### config.mk
export PLATFORM = sky130hd
export DESIGN_NAME = exc_entry_ctrl
export DESIGN_NICKNAME = d
export VERILOG_FILES = /design/src/rtl/exc_entry_pkg.sv /design/src/rtl/exc_vbar_bank.sv /design/src/rtl/exc_vec_offset.sv /design/src/rtl/exc_state_build.sv /design/src/rtl/exc_entry_ctrl.sv
export SDC_FILE = /design/constraint.sdc
export NUM_CORES = 1
export LEC_CHECK = 0
export ABC_AREA = 1
export BUFFER_PORTS_ARGS = -buffer_cell sky130_fd_sc_hd__clkbuf_2
export CORE_MARGIN = 10
export CORE_UTILIZATION = 43
export DETAILED_ROUTE_END_ITERATION = 10
export PLACE_DENSITY = 0.69
export REMOVE_ABC_BUFFERS = 1
export SYNTH_ARGS = -nofsm -noshare
export SYNTH_HDL_FRONTEND = slang
export SYNTH_SLANG_ARGS = --single-unit
### constraint.sdc
create_clock -name clk -period 4.2 [get_ports clk]
set_clock_uncertainty 0.05 [all_clocks]
set_input_delay 0.84 -clock clk [delete_from_list [all_inputs] [get_ports clk]]
set_output_delay 0.84 -clock clk [all_outputs]
set_load 0.01 [all_outputs]
### src/rtl/exc_entry_pkg.sv
package exc_entry_pkg;

  localparam int CLS_W     = 4;
  localparam int VEC_OFF_W = 11;   // low vector-base bits reserved for offsets

  localparam logic [CLS_W-1:0] CLS_IABT  = 4'd6;
  localparam logic [CLS_W-1:0] CLS_DABT  = 4'd7;
  localparam logic [CLS_W-1:0] CLS_IRQ   = 4'd8;
  localparam logic [CLS_W-1:0] CLS_VIRQ  = 4'd9;
  localparam logic [CLS_W-1:0] CLS_FIQ   = 4'd10;
  localparam logic [CLS_W-1:0] CLS_VFIQ  = 4'd11;

  typedef enum logic [1:0] {
    ORG_FAR_SP   = 2'd0,  // same level or from above, no dedicated stack
    ORG_SAME_SP  = 2'd1,
    ORG_LOW_64   = 2'd2,
    ORG_LOW_32   = 2'd3
  } origin_e;

  function automatic logic cls_known(input logic [CLS_W-1:0] c);
    return c <= CLS_VFIQ;
  endfunction

  function automatic logic cls_sync(input logic [CLS_W-1:0] c);
    return c < CLS_IRQ;
  endfunction

  function automatic logic cls_abort(input logic [CLS_W-1:0] c);
    return (c == CLS_IABT) || (c == CLS_DABT);
  endfunction

  function automatic logic [VEC_OFF_W-1:0] origin_offset(input origin_e o);
    case (o)
      ORG_LOW_64:  return 11'h400;
      ORG_LOW_32:  return 11'h600;
      ORG_SAME_SP: return 11'h200;
      default:     return 11'h000;
    endcase
  endfunction

  function automatic logic [VEC_OFF_W-1:0] type_offset(input logic [CLS_W-1:0] c);
    if ((c == CLS_IRQ) || (c == CLS_VIRQ)) return 11'h080;
    if ((c == CLS_FIQ) || (c == CLS_VFIQ)) return 11'h100;
    return 11'h000;
  endfunction

endpackage

### src/rtl/exc_vbar_bank.sv
module exc_vbar_bank #(
  parameter int ADDR_W  = 64,
  parameter int NUM_LVL = 4,
  localparam int LVL_W  = $clog2(NUM_LVL)
) (
  input  logic              clk,
  input  logic              rst_n,
  input  logic              wr_en,
  input  logic [LVL_W-1:0]  wr_sel,
  input  logic [ADDR_W-1:0] wr_data,
  input  logic [LVL_W-1:0]  rd_sel,
  output logic [ADDR_W-1:0] rd_data
);
  import exc_entry_pkg::*;

  logic [ADDR_W-1:0] base_q [NUM_LVL];

  for (genvar g = 0; g < NUM_LVL; g++) begin : g_lvl
    always_ff @(posedge clk) begin
      if (!rst_n) begin
        base_q[g] <= '0;
      end else if (wr_en && (wr_sel == LVL_W'(g))) begin
        base_q[g] <= {wr_data[ADDR_W-1:VEC_OFF_W], {VEC_OFF_W{1'b0}}};
      end
    end
  end

  assign rd_data = base_q[rd_sel];
endmodule

### src/rtl/exc_vec_offset.sv
module exc_vec_offset #(
  parameter int NUM_LVL = 4,
  localparam int LVL_W  = $clog2(NUM_LVL)
) (
  input  logic [exc_entry_pkg::CLS_W-1:0]     cls,
  input  logic [LVL_W-1:0]                    tgt_lvl,
  input  logic [LVL_W-1:0]                    src_lvl,
  input  logic                                sp_sel,
  input  logic                                src_is64,
  output exc_entry_pkg::origin_e              origin,
  output logic [exc_entry_pkg::VEC_OFF_W-1:0] offset
);
  import exc_entry_pkg::*;

  logic from_below;
  logic same_lvl;

  assign from_below = src_lvl < tgt_lvl;
  assign same_lvl   = src_lvl == tgt_lvl;

  always_comb begin
    if (from_below)          origin = src_is64 ? ORG_LOW_64 : ORG_LOW_32;
    else if (same_lvl && sp_sel) origin = ORG_SAME_SP;
    else                     origin = ORG_FAR_SP;
  end

  assign offset = origin_offset(origin) + type_offset(cls);
endmodule

### src/rtl/exc_state_build.sv
module exc_state_build #(
  parameter int NUM_LVL  = 4,
  parameter int STATUS_W = 32,
  parameter int SYN_W    = 32,
  localparam int LVL_W   = $clog2(NUM_LVL),
  localparam int EXEC_BIT = LVL_W + 2,
  localparam int MASK_LSB = LVL_W + 3
) (
  input  logic [exc_entry_pkg::CLS_W-1:0] cls,
  input  logic [LVL_W-1:0]                tgt_lvl,
  input  logic                            src_is64,
  input  logic                            src_compact,
  input  logic [SYN_W-1:0]                syndrome,
  output logic [STATUS_W-1:0]             status_out,
  output logic [SYN_W-1:0]                synd_out,
  output logic                            synd_en,
  output logic                            fault_en
);
  import exc_entry_pkg::*;

  localparam int WIDE_BIT = 25;

  always_comb begin
    status_out = '0;
    status_out[0] = 1'b1;
    status_out[LVL_W+1:2] = tgt_lvl;
    status_out[EXEC_BIT] = 1'b0;
    status_out[MASK_LSB+3:MASK_LSB] = 4'hF;
  end

  always_comb begin
    synd_out = syndrome;
    if (!src_is64 && !src_compact) synd_out[WIDE_BIT] = 1'b1;
  end

  assign synd_en  = cls_sync(cls);
  assign fault_en = cls_abort(cls);
endmodule

### src/rtl/exc_entry_ctrl.sv
module exc_entry_ctrl #(
  parameter int ADDR_W   = 64,
  parameter int NUM_LVL  = 4,
  parameter int STATUS_W = 32,
  parameter int SYN_W    = 32,
  localparam int LVL_W   = $clog2(NUM_LVL)
) (
  input  logic                clk,
  input  logic                rst_n,
  input  logic                req_valid,
  input  logic [3:0]          req_class,
  input  logic [LVL_W-1:0]    req_tgt_lvl,
  input  logic [LVL_W-1:0]    cur_lvl,
  input  logic                cur_sp_sel,
  input  logic                cur_is64,
  input  logic                cur_compact,
  input  logic [SYN_W-1:0]    req_syndrome,
  input  logic [ADDR_W-1:0]   req_fault_addr,
  input  logic [ADDR_W-1:0]   cur_pc,
  input  logic [STATUS_W-1:0] cur_status,
  input  logic                vbar_we,
  input  logic [LVL_W-1:0]    vbar_sel,
  input  logic [ADDR_W-1:0]   vbar_wdata,
  output logic                entry_done,
  output logic [LVL_W-1:0]    wr_lvl,
  output logic [ADDR_W-1:0]   new_pc,
  output logic [STATUS_W-1:0] new_status,
  output logic                link_we,
  output logic [ADDR_W-1:0]   link_data,
  output logic                sstat_we,
  output logic [STATUS_W-1:0] sstat_data,
  output logic                synd_we,
  output logic [SYN_W-1:0]    synd_data,
  output logic                fault_we,
  output logic [ADDR_W-1:0]   fault_data
);
  import exc_entry_pkg::*;

  logic [ADDR_W-1:0]    base_sel;
  origin_e              origin;
  logic [VEC_OFF_W-1:0] vec_off;
  logic [STATUS_W-1:0]  status_nxt;
  logic [SYN_W-1:0]     synd_nxt;
  logic                 synd_en;
  logic                 fault_en;
  logic                 accept;

  assign accept = req_valid && cls_known(req_class);

  exc_vbar_bank #(.ADDR_W(ADDR_W), .NUM_LVL(NUM_LVL)) vbar_i (
    .clk(clk), .rst_n(rst_n),
    .wr_en(vbar_we), .wr_sel(vbar_sel), .wr_data(vbar_wdata),
    .rd_sel(req_tgt_lvl), .rd_data(base_sel)
  );

  exc_vec_offset #(.NUM_LVL(NUM_LVL)) off_i (
    .cls(req_class), .tgt_lvl(req_tgt_lvl), .src_lvl(cur_lvl),
    .sp_sel(cur_sp_sel), .src_is64(cur_is64),
    .origin(origin), .offset(vec_off)
  );

  exc_state_build #(.NUM_LVL(NUM_LVL), .STATUS_W(STATUS_W), .SYN_W(SYN_W)) st_i (
    .cls(req_class), .tgt_lvl(req_tgt_lvl), .src_is64(cur_is64),
    .src_compact(cur_compact), .syndrome(req_syndrome),
    .status_out(status_nxt), .synd_out(synd_nxt),
    .synd_en(synd_en), .fault_en(fault_en)
  );

  always_ff @(posedge clk) begin
    if (!rst_n) begin
      entry_done <= 1'b0;
      link_we    <= 1'b0;
      sstat_we   <= 1'b0;
      synd_we    <= 1'b0;
      fault_we   <= 1'b0;
      wr_lvl     <= '0;
      new_pc     <= '0;
      new_status <= '0;
      link_data  <= '0;
      sstat_data <= '0;
      synd_data  <= '0;
      fault_data <= '0;
    end else begin
      entry_done <= accept;
      link_we    <= accept;
      sstat_we   <= accept;
      synd_we    <= accept && synd_en;
      fault_we   <= accept && fault_en;
      if (accept) begin
        wr_lvl     <= req_tgt_lvl;
        new_pc     <= base_sel + ADDR_W'(vec_off);
        new_status <= status_nxt;
        link_data  <= cur_pc;
        sstat_data <= cur_status;
        synd_data  <= synd_nxt;
        fault_data <= req_fault_addr;
      end
    end
  end

  // origin is kept as a named internal event for debug visibility
  logic origin_low;
  assign origin_low = (origin == ORG_LOW_64) || (origin == ORG_LOW_32);
  logic unused_ok;
  assign unused_ok = origin_low;
endmodule

---- Word level (Yosys, flattened, before mapping) ----
Memory sizes are Yosys's and may differ from the RTL's.
Cells that the tools add are included.
operators by class
  add/subtract/negate cells ............... 2
  magnitude comparators ................... 3
  equality and inequality tests ........... 13
  multiplexer cells ....................... 29
  bitwise gates (word level) .............. 4
  reductions and logical operators ........ 15
operators with widths
  operator                                                               count
  53-bit two-way mux                                                     4
  64-bit by 11-bit adder with 64-bit output                              1
  11-bit two-way mux                                                     4
  11-bit case mux with 3 select lines                                    1
  1-bit two-way mux                                                      19
  4-bit equality test, second input constant                             4
  11-bit adder                                                           1
  1-bit logical AND                                                      9
  2-bit equality test, second input constant                             4
  4-bit by 3-bit equality test with 1-bit output, second input constant  2
  2-bit by 1-bit equality test with 1-bit output, second input constant  2
  4-bit less-or-equal comparator, second input constant                  1
  4-bit less-than comparator, second input constant                      1
  1-bit OR                                                               4
  1-bit logical OR                                                       3
  2-bit equality test                                                    1
  1-bit logical NOT                                                      2
  2-bit logical NOT                                                      1
  2-bit less-than comparator                                             1
  2-bit two-way mux                                                      1
storage, ports and cells
  flip-flop bits (word level) ............. 265
  memory bits (writable) .................. 212
  word-level logic and storage cells ...... 77
  memories ................................ 1
memories
  name           depth  width  read ports  clocked after Yosys merged registers in  wr ports  RTL line             RTL
  vbar_i.base_q  4      53     1           0                                        4         exc_vbar_bank.sv:16  logic [ADDR_W-1:0] base_q [NUM_LVL];

---- Logic depth before layout (Yosys ltp) ----
Gate-level depths: netlist of the first run.
  word-level depth ........................ 8
  mapped depth ............................ 9

---- By module ----
Synthesis of the first run repeated with hierarchy kept, for this count alone.
unflattened totals
  cells, all modules ...................... 3199
  area total of the unflattened synthesis .. 24145.7 um^2
modules (own cells, without submodules)
  module           times used  cells each  area each (um^2)  seq. area each (um^2)
  exc_entry_ctrl   1           1951        13081.3           5865.6
  exc_vbar_bank    1           1147        10392.5           6366.1
  exc_state_build  1           70          503.0             0.0
  exc_vec_offset   1           31          168.9             0.0

---- Worst setup path before layout of the first run ----
Ideal clock, no wire load.
  kind .................................... input to register
  start ................................... in rst_n
  end ..................................... mem vbar_i.base_q[0][0] in the netlist's numbering, enable pin
  library setup time ...................... 617 ps
  data arrival time ....................... 2171 ps
  path slack .............................. 1362 ps
  stages on the path ...................... 3
  buffers on the path ..................... 2
  cells stage by stage .................... buf_2 -> clkbuf_1 -> nand2_1
RTL lines
  element          RTL line             RTL
  start, declared  exc_entry_ctrl.sv:9  input logic rst_n,
  end, declared    exc_vbar_bank.sv:16

---- Final worst setup path of the first run ----
  start ................................... in req_class[3]
  end ..................................... reg sstat_data[29]
on the way
  longest elaborated chain between the ends .. 2
RTL lines
  element                         RTL line              RTL
  start, declared                 exc_entry_ctrl.sv:11  input logic [3:0] req_class,
  4-bit less-or-equal comparator  exc_entry_pkg.sv:21   return c <= CLS_VFIQ;
  1-bit logical AND               exc_entry_ctrl.sv:48  assign accept = req_valid && cls_known(req_class);
  end signal, assigned            exc_entry_ctrl.sv:94  sstat_data <= cur_status;
  end, declared                   exc_entry_ctrl.sv:31  output logic [STATUS_W-1:0] sstat_data,
Every way passes these cells.
A chain may end at the register's enable or synchronous reset.

==> impl_metrics.py, run 1 <==
metrics = {
    "die": {
        "io-pin-count": 568,
        "die_x_um": 229.3,
        "die_area_um2": 52560,
        "coreArea_um2": 43170,
        "die_h_um": 229.3,
        "num_rows": 76,
        "start_util_pct": 43.62,
    },
    "power_and_ir_drop": {
        "clkPwrFrac_pct": 40.0,
        "combPwrFrac_pct": 11.7,
        "vdd_drop_max_mv": 0.2671,
        "p_sw_share_pct": 25.47,
        "powerDensity_nw_per_um2": 468.4,
        "p_seq_share_pct": 48.3,
        "p_leak_nw": 11.01,
        "net-switching-power_w": 0.002765,
        "p_int_w": 0.008092,
    },
    "yosys": {
        "seq_area_frac_synth_pct": 60.92,
        "yosys_warnings": 0,
        "synth.top_cell.area_share_pct": 33.81,
        "yosysUniqueCellTypes": 22,
        "syn-cell-area_um2": 18830,
        "avgSynthCellArea_um2": 8.536,
        "ys_ff_latch": 467,
        "synthCells": 2206,
        "synthTopCellsByArea": "edfxtp_1 (34%), dfxtp_1 (27%), nor2_1 (14%)",
        "synth_area_leader_cell": "edfxtp_1",
    },
    "worst_setup_path": {
        "cp_max_fo": 97,
        "startpoint_type": "input pin",
        "cp.arrival_ns": 2.86,
        "path_class": "in2reg",
        "cp.required_ns": 4.65,
        "crit_path_end_kind": "flop",
    },
    "clocking": {
        "max-clock-path-buffers": 3,
        "cts-htree-levels": 2,
        "cts-hold-fix-buffers": 0,
        "cts_resized": 0,
        "postCtsSetupRepairBufs": 0,
        "clock_sinks": 467,
        "cts_tree": "yes",
        "root_buffer": "clkbuf_16",
        "numCtsBuffers": 49,
        "clk_pin_slew_ns": 0.06,
        "clock_latency_ns": 0.58,
    },
    "timing": {
        "period_needed_ns": 2.409,
        "period_share_pct": 57.36,
        "finalHoldViolCount": 0,
        "fmax_ghz": 0.4151,
        "grt_setup_unrepaired": "no",
        "setup_viol": 0,
        "timing.setup.tns_ns": 0,
        "slew_headroom_pct": 25.54,
        "slew_viol_final": 0,
        "worstMarginPinSlew_ns": 1.116,
        "worst_slack_ns": 1.791,
        "whs_ns": 0.4166,
    },
    "grt": {
        "globalRoute.totalOverflow": 0,
        "antenna_found_initial": 10,
        "track_usage_pct": 22.41,
        "grt_max_degree": 98,
        "grt_pass1_vias": 15018,
        "grt_pass1_wl_um": 92290,
    },
    "final_layout": {
        "seqCellArea_um2": 11470,
        "finalNonFillerCells": 3285,
        "area_growth_pct": 23.11,
        "fillers": 4005,
        "multiInputGateArea_um2": 5949,
        "drive_above_1_share_pct": 23.34,
        "final_nets": 2927,
    },
    "place": {
        "portBuffers": 523,
        "dp.cells": 3186,
        "place_congestion": 0.8737,
        "dp_hpwl_um": 42230,
        "dp_slack_ns": 1.160,
    },
    "outcome": {
        "status": "finished, final reports clean",
    },
    "min_path": {
        "hp-class": "in2reg",
    },
    "route": {
        "wl_um": 61730,
        "drt_first_iter_violations": 1332,
        "avgViaCountPerCell": 4.858,
        "drc_errors": 0,
        "dr.pass1.iters": 5,
        "wl_per_cell_um": 18.79,
        "ant_nets": 0,
        "vias": 15958,
    },
    "run": {
        "maxCapViolCount": 0,
    },
}
==> layer usage <==
layer / share of wire [%] / track usage, % / vias up
met2: 50 / 38.67 / 634
li1: - / - / 7795
met5: 0.044 / 0 / -
met1: 39 / 26.68 / 7433
met4: 2.9 / 7.738 / 4
met3: 8.2 / 5.649 / 92
==> stage by stage <==
step,instance area [µm²],util [%],total power [W]
2_1_floorplan,17920,-,0.005949
3_3_place_gp,21560,49.93,0.006574
3_5_place_dp,21560,49.93,0.006614
4_1_cts,23160,53.65,0.01095
5_1_grt,23180,53.69,0.01131
6_report,23180,53.70,0.01086
==> synthesized netlist by cell type <==
master and count:
inv_4 1, buf_6 2, o21ai_0 198, buf_1 2
inv_1 144, nand3b_1 1, buf_2 79, nor2_2 1
nand2_1 382, a21oi_1 55, nand4_2 4, buf_4 67
nor2_1 706, nand3_1 63, edfxtp_1 212, conb_1 1
inv_2 1, nand2_4 1, ha_1 2, clkbuf_1 27
nor3_1 2, dfxtp_1 255
==> sequential cells by signal, summed over array words and instances (netlist names) <==
name and flops:
fault_data 64, fault_we 1, link_data 64, new_pc 57, new_status 2, sstat_data 32, sstat_we 1, synd_data 32
synd_we 1, vbar_i.base_q 212, wr_lvl 1
==> cells by family after synthesis <==
group | after synthesis | synth area share [%]
flip-flops | 467 | 60.92
adder cells (fa/ha/maj) | 2 | 0.1329
other | 1 | 0.01991
buffers and inverters | 323 | 8.392
AO/OA/AOI/OAI | 253 | 6.724
AND/OR/NAND/NOR | 1160 | 23.81
==> critical path, stage by stage <==
cell and delay (ns):
clkbuf_2 0.11, nand2_1 0.12, nand2_8 0.40, buf_4 0.70
o21ai_0 0.32, nor2_1 0.15
==> layout make-up <==
class | count | share of cell area [%]
inverters | 146 | 2.396
flip-flops and latches | 467 | 49.48
well taps | 585 | 3.157
diodes | 9 | 0.09715
clock inverters | 26 | 1.123
multi-input cells | 1447 | 25.66
repair buffers | 541 | 12.29
clock buffers | 64 | 5.791
==> path summary, 6_finish.rpt <==
kind | from | to | slack, ns | depth (start not counted)
hold / removal | req_class[3] | synd_we | 0.42 | 2
hold reg to reg | new_pc[7] | new_pc[7] | 0.42 | 2
setup reg to reg | vbar_i.base_q[2][11] | new_pc[22] | 3.20 | 6
setup / recovery | req_class[3] | sstat_data[29] | 1.79 | 6
==> cell usage in the layout (no fill, tap or decap) <==
cell / n
diode_2: 9
ha_1: 2
nand3_1: 63
nand2_8: 1
buf_12: 7
nand2_1: 378
inv_2: 1
dfxtp_1: 255
clkinvlp_4: 2
clkbuf_2: 521
nand2_2: 4
clkbuf_8: 6
conb_1: 32
o21ai_0: 198
bufinv_16: 5
a21oi_1: 55
edfxtp_1: 212
nor3_1: 2
clkinv_1: 6
inv_6: 2
nand3b_1: 1
inv_8: 1
nor2_2: 1
nand4_4: 4
clkinv_2: 11
clkbuf_16: 49
buf_6: 1
nor2_1: 706
clkbuf_1: 9
buf_4: 12
inv_1: 144
==> power by group through the flow <==
stage | registers, W | clock network [W] | logic, W
CTS | 0.00524 | 0.00442 | 0.00128
floorplan | 0.00541 | 0 | 0.000536
finish | 0.00524 | 0.00435 | 0.00127
detailed placement | 0.00534 | 0 | 0.00128
global route | 0.00528 | 0.00461 | 0.00141
global placement | 0.00532 | 0 | 0.00126
(Power assumes the default switching activity.)
==> run 2: changes to the inputs <==
--- a/config.mk
+++ b/config.mk
@@ -5,7 +5,7 @@
 export SDC_FILE = /design/constraint.sdc
 export NUM_CORES = 1
 export LEC_CHECK = 0
-export ABC_AREA = 1
+export ABC_AREA = 0
 export BUFFER_PORTS_ARGS = -buffer_cell sky130_fd_sc_hd__clkbuf_2
 export CORE_MARGIN = 10
 export CORE_UTILIZATION = 43
==> constraint.sdc (replaced) <==
create_clock -name clk -period 2.25 [get_ports clk]
set_clock_uncertainty 0.05 [all_clocks]
set_input_delay 0.45 -clock clk [delete_from_list [all_inputs] [get_ports clk]]
set_output_delay 0.45 -clock clk [all_outputs]
set_load 0.01 [all_outputs]
==> run 2 against run 1 <==
Compared with the run above:
- sequential share of layout area decreased by 1.1 points
- combinational power is 57% higher
- hold slack got worse by 0.39 ns
- synthesized area increased by 0.33%
- critical path depth is 5 lower
- routed wire length down 5.2%
- sequential power rose by 84%
- clock power up 86%
- design area rose by 2.3%
- critical endpoint is now new_status[3]
- largest cell class unchanged
- largest power group unchanged
==> impl_metrics.py, run 2 <==
metrics = {
    "route": {
        "avgViaCountPerCell": 4.966,
        "wl_met2_um": 29740,
        "vias": 13606,
        "ant_nets": 0,
        "drc_errors": 0,
        "drt_first_iter_violations": 794,
        "dr.pass1.iters": 5,
        "top_layer_used": "met5",
        "met1_length_um": 21600,
        "wl_um": 58520,
        "dr_wl_met3_um": 5338,
        "wl_per_cell_um": 21.36,
    },
    "clocking": {
        "max-clock-path-buffers": 3,
        "clock_latency_ns": 0.59,
        "postCtsSetupRepairBufs": 0,
        "numCtsBuffers": 49,
        "clock_sinks": 467,
        "cts-htree-levels": 2,
        "root_buffer": "clkbuf_16",
        "clk_pin_slew_ns": 0.06,
        "cts_tree": "yes",
    },
    "timing": {
        "worst_slack_ns": 0.5183,
        "finalHoldViolCount": 0,
        "slew_headroom_pct": 34.16,
        "worstMarginPinSlew_ns": 0.9876,
        "grt_setup_unrepaired": "no",
        "whs_ns": 0.02953,
        "slew_viol_final": 0,
        "fmax_ghz": 0.5775,
        "period_share_pct": 76.96,
        "period_needed_ns": 1.732,
        "setup_viol": 0,
    },
    "place": {
        "dp_slack_ns": 0.1934,
        "portBuffers": 523,
        "dp_hpwl_um": 42710,
        "place_congestion": 0.8678,
        "placed_area_um2": 22010,
    },
    "final_layout": {
        "area_growth_pct": 25.49,
        "largest_register_ffs": 212,
        "largest_register": "vbar_i.base_q",
        "drive_above_1_share_pct": 31.21,
        "reg.largest.list": "vbar_i.base_q x212, fault_data x64, link_data x64",
        "final_cell_mix": "clkbuf_2 (521), nand2_1 (442), dfxtp_1 (255), and2_1 (212), edfxtp_1 (212)",
        "layout_commonest_cell": "clkbuf_2",
        "final_nets": 2386,
        "fillers": 3784,
        "fin_area_um2": 23710,
    },
    "worst_setup_path": {
        "regToRegStartpoint": "vbar_i.base_q[1][8]",
        "path_class": "reg2out",
        "reg2reg_to": "new_pc[19]",
        "cp.depth": 1,
        "reg2reg_depth": 2,
        "cp_max_fo": 3,
        "crit_path_max_incr_delay_ns": 0.36,
        "cp_top_family": "flip-flops",
        "cp.arrival_ns": 1.23,
        "cp.required_ns": 1.75,
        "crit_slowest_cell": "dfxtp_1",
        "critPathBufInv": 1,
        "r2r_slack_ns": 1.04,
        "crit_chain": "clkbuf_2",
        "crit_path_end_kind": "output port",
        "startpoint_type": "flop",
    },
    "die": {
        "io-pin-count": 568,
        "num_rows": 76,
        "die_area_um2": 52720,
        "die_x_um": 229.6,
        "start_util_pct": 43.66,
        "die_h_um": 229.6,
        "coreArea_um2": 43270,
    },
    "yosys": {
        "muxShareOfSynthArea_pct": 6.994,
        "synthTopCellsByArea": "edfxtp_1 (34%), dfxtp_1 (27%), nand2_1 (8.8%)",
        "synth-edff-count": 212,
        "synth_top_family_by_area": "simple AND/OR/NAND/NOR gates",
        "synth.top_cell.area_share_pct": 33.70,
        "yosys_warnings": 0,
        "dominantRegCellSynth": "dfxtp_1",
        "synth_simple_gate_area_share_pct": 16.42,
        "synthCells": 1616,
        "synthAdderAreaFrac_pct": 0.1325,
        "seq_area_frac_synth_pct": 60.72,
        "yosysMostFrequentCell": "nand2_1",
        "synth-compound-area-share_pct": 10.64,
        "async_flop_share_pct": 0,
        "synthTopCellsByCount": "nand2_1 (442), dfxtp_1 (255), and2_1 (213)",
        "synth_area_leader_cell": "edfxtp_1",
        "yosysUniqueCellTypes": 35,
        "syn-cell-area_um2": 18890,
        "synthXorXnorAreaFrac_pct": 0,
        "ys_ff_latch": 467,
        "avgSynthCellArea_um2": 11.69,
    },
    "power_and_ir_drop": {
        "p_leak_nw": 10.04,
        "p_int_w": 0.01507,
        "p_sw_share_pct": 23.66,
        "net-switching-power_w": 0.004672,
        "p_seq_share_pct": 48.9,
        "vdd_drop_max_mv": 0.5724,
        "combPwrFrac_pct": 10.1,
        "p_total_w": 0.01974,
        "powerDensity_nw_per_um2": 832.8,
        "clkPwrFrac_pct": 41.0,
    },
    "outcome": {
        "status": "finished, final reports clean",
    },
    "run": {
        "maxCapViolCount": 0,
    },
    "grt": {
        "globalRoute.totalOverflow": 0,
        "grt_pass1_wl_um": 86290,
        "track_usage_pct": 21.36,
        "grt_pass1_vias": 13432,
        "antenna_found_initial": 14,
        "grt_max_degree": 201,
    },
    "min_path": {
        "min-delay-start": "req_fault_addr[28]",
        "hold_depth": 3,
        "min_to": "fault_data[28]",
        "hp-class": "in2reg",
    },
}
==> run 2: cell types whose count changed after synthesis, moves of 53 or more <==
cell | previous run | this run
a21boi_1 | 0 | 153
a21oi_1 | 55 | 1
and2_1 | 0 | 213
inv_1 | 144 | 4
nand2_1 | 382 | 442
nand3_1 | 63 | 0
nor2_1 | 706 | 6
o21ai_0 | 198 | 5
o2bb2ai_1 | 0 | 53
==> run 2: how the worst max path moves through the flow <==
stage,to,startpoint,slack (ns)
floorplan,new_pc[11],req_class[3],-2.86
global placement,vbar_i.base_q[2][9],vbar_sel[0],0.20
detailed placement,vbar_i.base_q[2][40],vbar_sel[0],0.19
CTS,new_status[3],new_status[3],0.45
global route,new_status[3],new_status[3],0.45
finish,new_status[3],new_status[3],0.52
==> run 2: final cells by class <==
| cell class | instances | area (µm²) | area share, % |
|---|---|---|---|
| sequential | 467 | 11470 | 48.39 |
| multi-input combinational | 1020 | 6661 | 28.10 |
| timing repair buffer | 569 | 3184 | 13.43 |
| clock buffer | 72 | 1434 | 6.048 |
| tap | 585 | 732.0 | 3.087 |
| clock inverter | 18 | 197.7 | 0.8339 |
| inverter | 4 | 15.01 | 0.06333 |
| antenna | 5 | 12.51 | 0.05278 |
==> run 2: logic make-up (layout without fill, tap and decap cells) <==
family | after synthesis | after routing
buffers and inverters | 160 | 663
AO/OA/AOI/OAI | 259 | 259
AND/OR/NAND/NOR | 674 | 674
multiplexers | 53 | 53
adder cells (fa/ha/maj) | 2 | 2
flip-flops | 467 | 467
other | 1 | 37
==> run 2: through the flow <==
step / utilization (%) / std cells / setup TNS, ns
2_1_floorplan: - / 1491 / -1056.66
3_5_place_dp: 50.88 / 2640 / 0
4_1_cts: 54.77 / 2735 / 0
6_report: 54.79 / 2740 / 0
3_3_place_gp: 50.88 / 2640 / 0
5_1_grt: 54.79 / 2739 / 0
==> run 2: worst register-to-register path, stage by stage, from the launching register on <==
cell and delay (ns):
edfxtp_1 0.38, mux4_1 0.52, o2bb2ai_1 0.13
==> run 2: metal layers <==
metal | up-vias | GRT usage, %
li1 | 6481 | -
met1 | 6567 | 23.98
met2 | 442 | 36.85
met3 | 100 | 7.182
met4 | 16 | 8.194
met5 | - | 0
==> run 2: timing repair <==
item | CTS | global route
resized for setup | 0 | 0
hold endpoints to repair | 5 | 0
hold buffers | 5 | 0
==> run 2: power groups by stage <==
stage	Sequential, W	Clock [W]	Combinational, W
after floorplan	0.00994	0	0.000798
after global placement	0.00980	0	0.00198
after detailed placement	0.00983	0	0.00202
after CTS	0.00965	0.00827	0.00203
after global routing	0.00970	0.00863	0.00218
final	0.00965	0.00810	0.00199
==> run 3: changes to the inputs <==
==> constraint.sdc (replaced) <==
create_clock -name clk -period 1.6 [get_ports clk]
set_clock_uncertainty 0.05 [all_clocks]
set_input_delay 0.32 -clock clk [delete_from_list [all_inputs] [get_ports clk]]
set_output_delay 0.32 -clock clk [all_outputs]
set_load 0.01 [all_outputs]
==> run 3 against run 2 <==
Compared with the run above:
- non-clock buffer count increased by 273
- die area is the same
- first-iteration DRC count increased by 23%
- largest cell class unchanged
- global-route usage up 2.3 points
- highest routed layer unchanged
- register-to-register slack lost 0.72 ns
- count of clock-buffer cells in the layout is 5 lower
- sequential share of layout area shrank 5.2 points
- critical path depth did not move
- total power grew 43%
- sequential power is 41% higher
- core utilization grew 6.6 points
- design area up 12%
==> impl_metrics.py, run 3 (synthesized netlist as in run 2, its figures left out) <==
metrics = {
    "grt": {
        "antenna_found_initial": 14,
        "globalRoute.totalOverflow": 0,
        "grt_max_degree": 70,
        "grt_pass1_vias": 15620,
        "grt_pass1_wl_um": 96900,
        "track_usage_pct": 23.62,
    },
    "die": {
        "die_h_um": 229.6,
        "io-pin-count": 568,
        "coreArea_um2": 43270,
        "num_rows": 76,
        "die_area_um2": 52720,
        "die_x_um": 229.6,
        "start_util_pct": 43.66,
    },
    "route": {
        "drt_first_iter_violations": 973,
        "dr.pass1.iters": 5,
        "wl_per_cell_um": 21.43,
        "vias": 15204,
        "ant_nets": 0,
        "wl_um": 64660,
        "avgViaCountPerCell": 5.039,
        "drc_errors": 0,
    },
    "timing": {
        "slew_viol_final": 0,
        "grt_setup_unrepaired": "no",
        "worst_slack_ns": 0.04044,
        "fmax_ghz": 0.6412,
        "setup_viol": 0,
        "whs_ns": 0.04685,
        "period_share_pct": 97.47,
        "period_needed_ns": 1.560,
        "finalHoldViolCount": 0,
    },
    "place": {
        "portBuffers": 523,
        "dp_hpwl_um": 44040,
        "dp_slack_ns": -0.03554,
        "place_congestion": 0.8688,
        "placed_area_um2": 22440,
        "dp.cells": 2670,
    },
    "min_path": {
        "hp-class": "in2reg",
    },
    "final_layout": {
        "drive_above_1_share_pct": 28.90,
        "largest_register_ffs": 212,
        "layout_commonest_cell": "clkbuf_2",
        "reg.largest.list": "vbar_i.base_q x212, fault_data x64, link_data x64",
        "final_cell_mix": "clkbuf_2 (519), nand2_1 (442), dfxtp_1 (254), dlygate4sd3_1 (248)",
        "fin_area_um2": 26550,
        "finalNonFillerCells": 3017,
        "final_nets": 2659,
        "largest_register": "vbar_i.base_q",
        "final_core_util_pct": 61.36,
        "area_growth_pct": 40.53,
    },
    "clocking": {
        "clk_pin_slew_ns": 0.06,
        "root_buffer": "clkbuf_16",
        "cts-htree-levels": 2,
        "cts_tree": "yes",
        "clock_sinks": 467,
        "clock_latency_ns": 0.59,
        "max-clock-path-buffers": 3,
        "numCtsBuffers": 49,
    },
    "worst_setup_path": {
        "crit_slowest_cell": "dfxtp_1",
        "startpoint_type": "flop",
        "cp.required_ns": 1.23,
        "cp.arrival_ns": 1.19,
        "cp_top_family": "flip-flops",
        "crit_path_max_incr_delay_ns": 0.42,
        "crit_path_end_kind": "output port",
        "critPathBufInv": 1,
        "path_class": "reg2out",
        "cp_max_fo": 2,
        "crit_chain": "clkbuf_2",
    },
    "power_and_ir_drop": {
        "powerDensity_nw_per_um2": 1066,
        "vdd_drop_max_mv": 1.014,
        "p_leak_nw": 11.23,
    },
    "run": {
        "maxCapViolCount": 0,
    },
    "outcome": {
        "status": "finished, final reports clean",
    },
}
[run 3: what timing repair did]
item	4_1_cts	5_1_grt
hold endpoints to repair	396	0
buffers inserted	0	0
resized for setup	3	1
hold buffers	248	0
endpoints found under the setup margin	6	1
[run 3: power breakdown]
part | total, W | switching, W | internal [W]
combinational | 0.00352 | 0.00182 | 0.00170
sequential | 0.0136 | 0.000320 | 0.0133
clock | 0.0112 | 0.00473 | 0.00647
[run 3: final timing paths]
path                 start       endpoint  slack, ns  depth (start not counted)
min           req_class[3]      new_pc[8]       0.05                          3
min reg2reg  synd_data[14]  synd_data[14]       0.40                          2
max reg2reg      new_pc[9]      new_pc[9]       0.32                          3
max             new_pc[42]     new_pc[42]       0.04                          1
[run 3: area by class of cell]
cell class	count	area [µm²]
timing repair buffer	842	6051
fill	3272	16720
antenna	13	32.53
clock buffer	67	1405
multi-input combinational	1020	6661
tap	585	732.0
inverter	4	15.01
sequential	467	11470
clock inverter	19	180.2
[run 3: metrics by stage]
stage	setup TNS, ns	total power, W
after floorplan	-1369.84	0.01510
after global placement	-0.006780	0.01668
after detailed placement	-0.1314	0.01678
after CTS	0	0.02850
after global routing	0	0.02929
final	0	0.02831
[run 3: metal layers]
metal / vias to the layer above / track usage (%) / part of all wire [%]
li1: 7041 / - / -
met5: - / 0 / 0.056
met2: 636 / 41.24 / 51
met1: 7350 / 26.53 / 37
met4: 6 / 10.22 / 4.1
met3: 171 / 6.551 / 8.4
[run 3: worst min-delay path, delay by kind of cell]
family          cells  cell delay (ns)
compound gates      1             0.07
simple gates        1             0.10
buf+inv             1             0.13
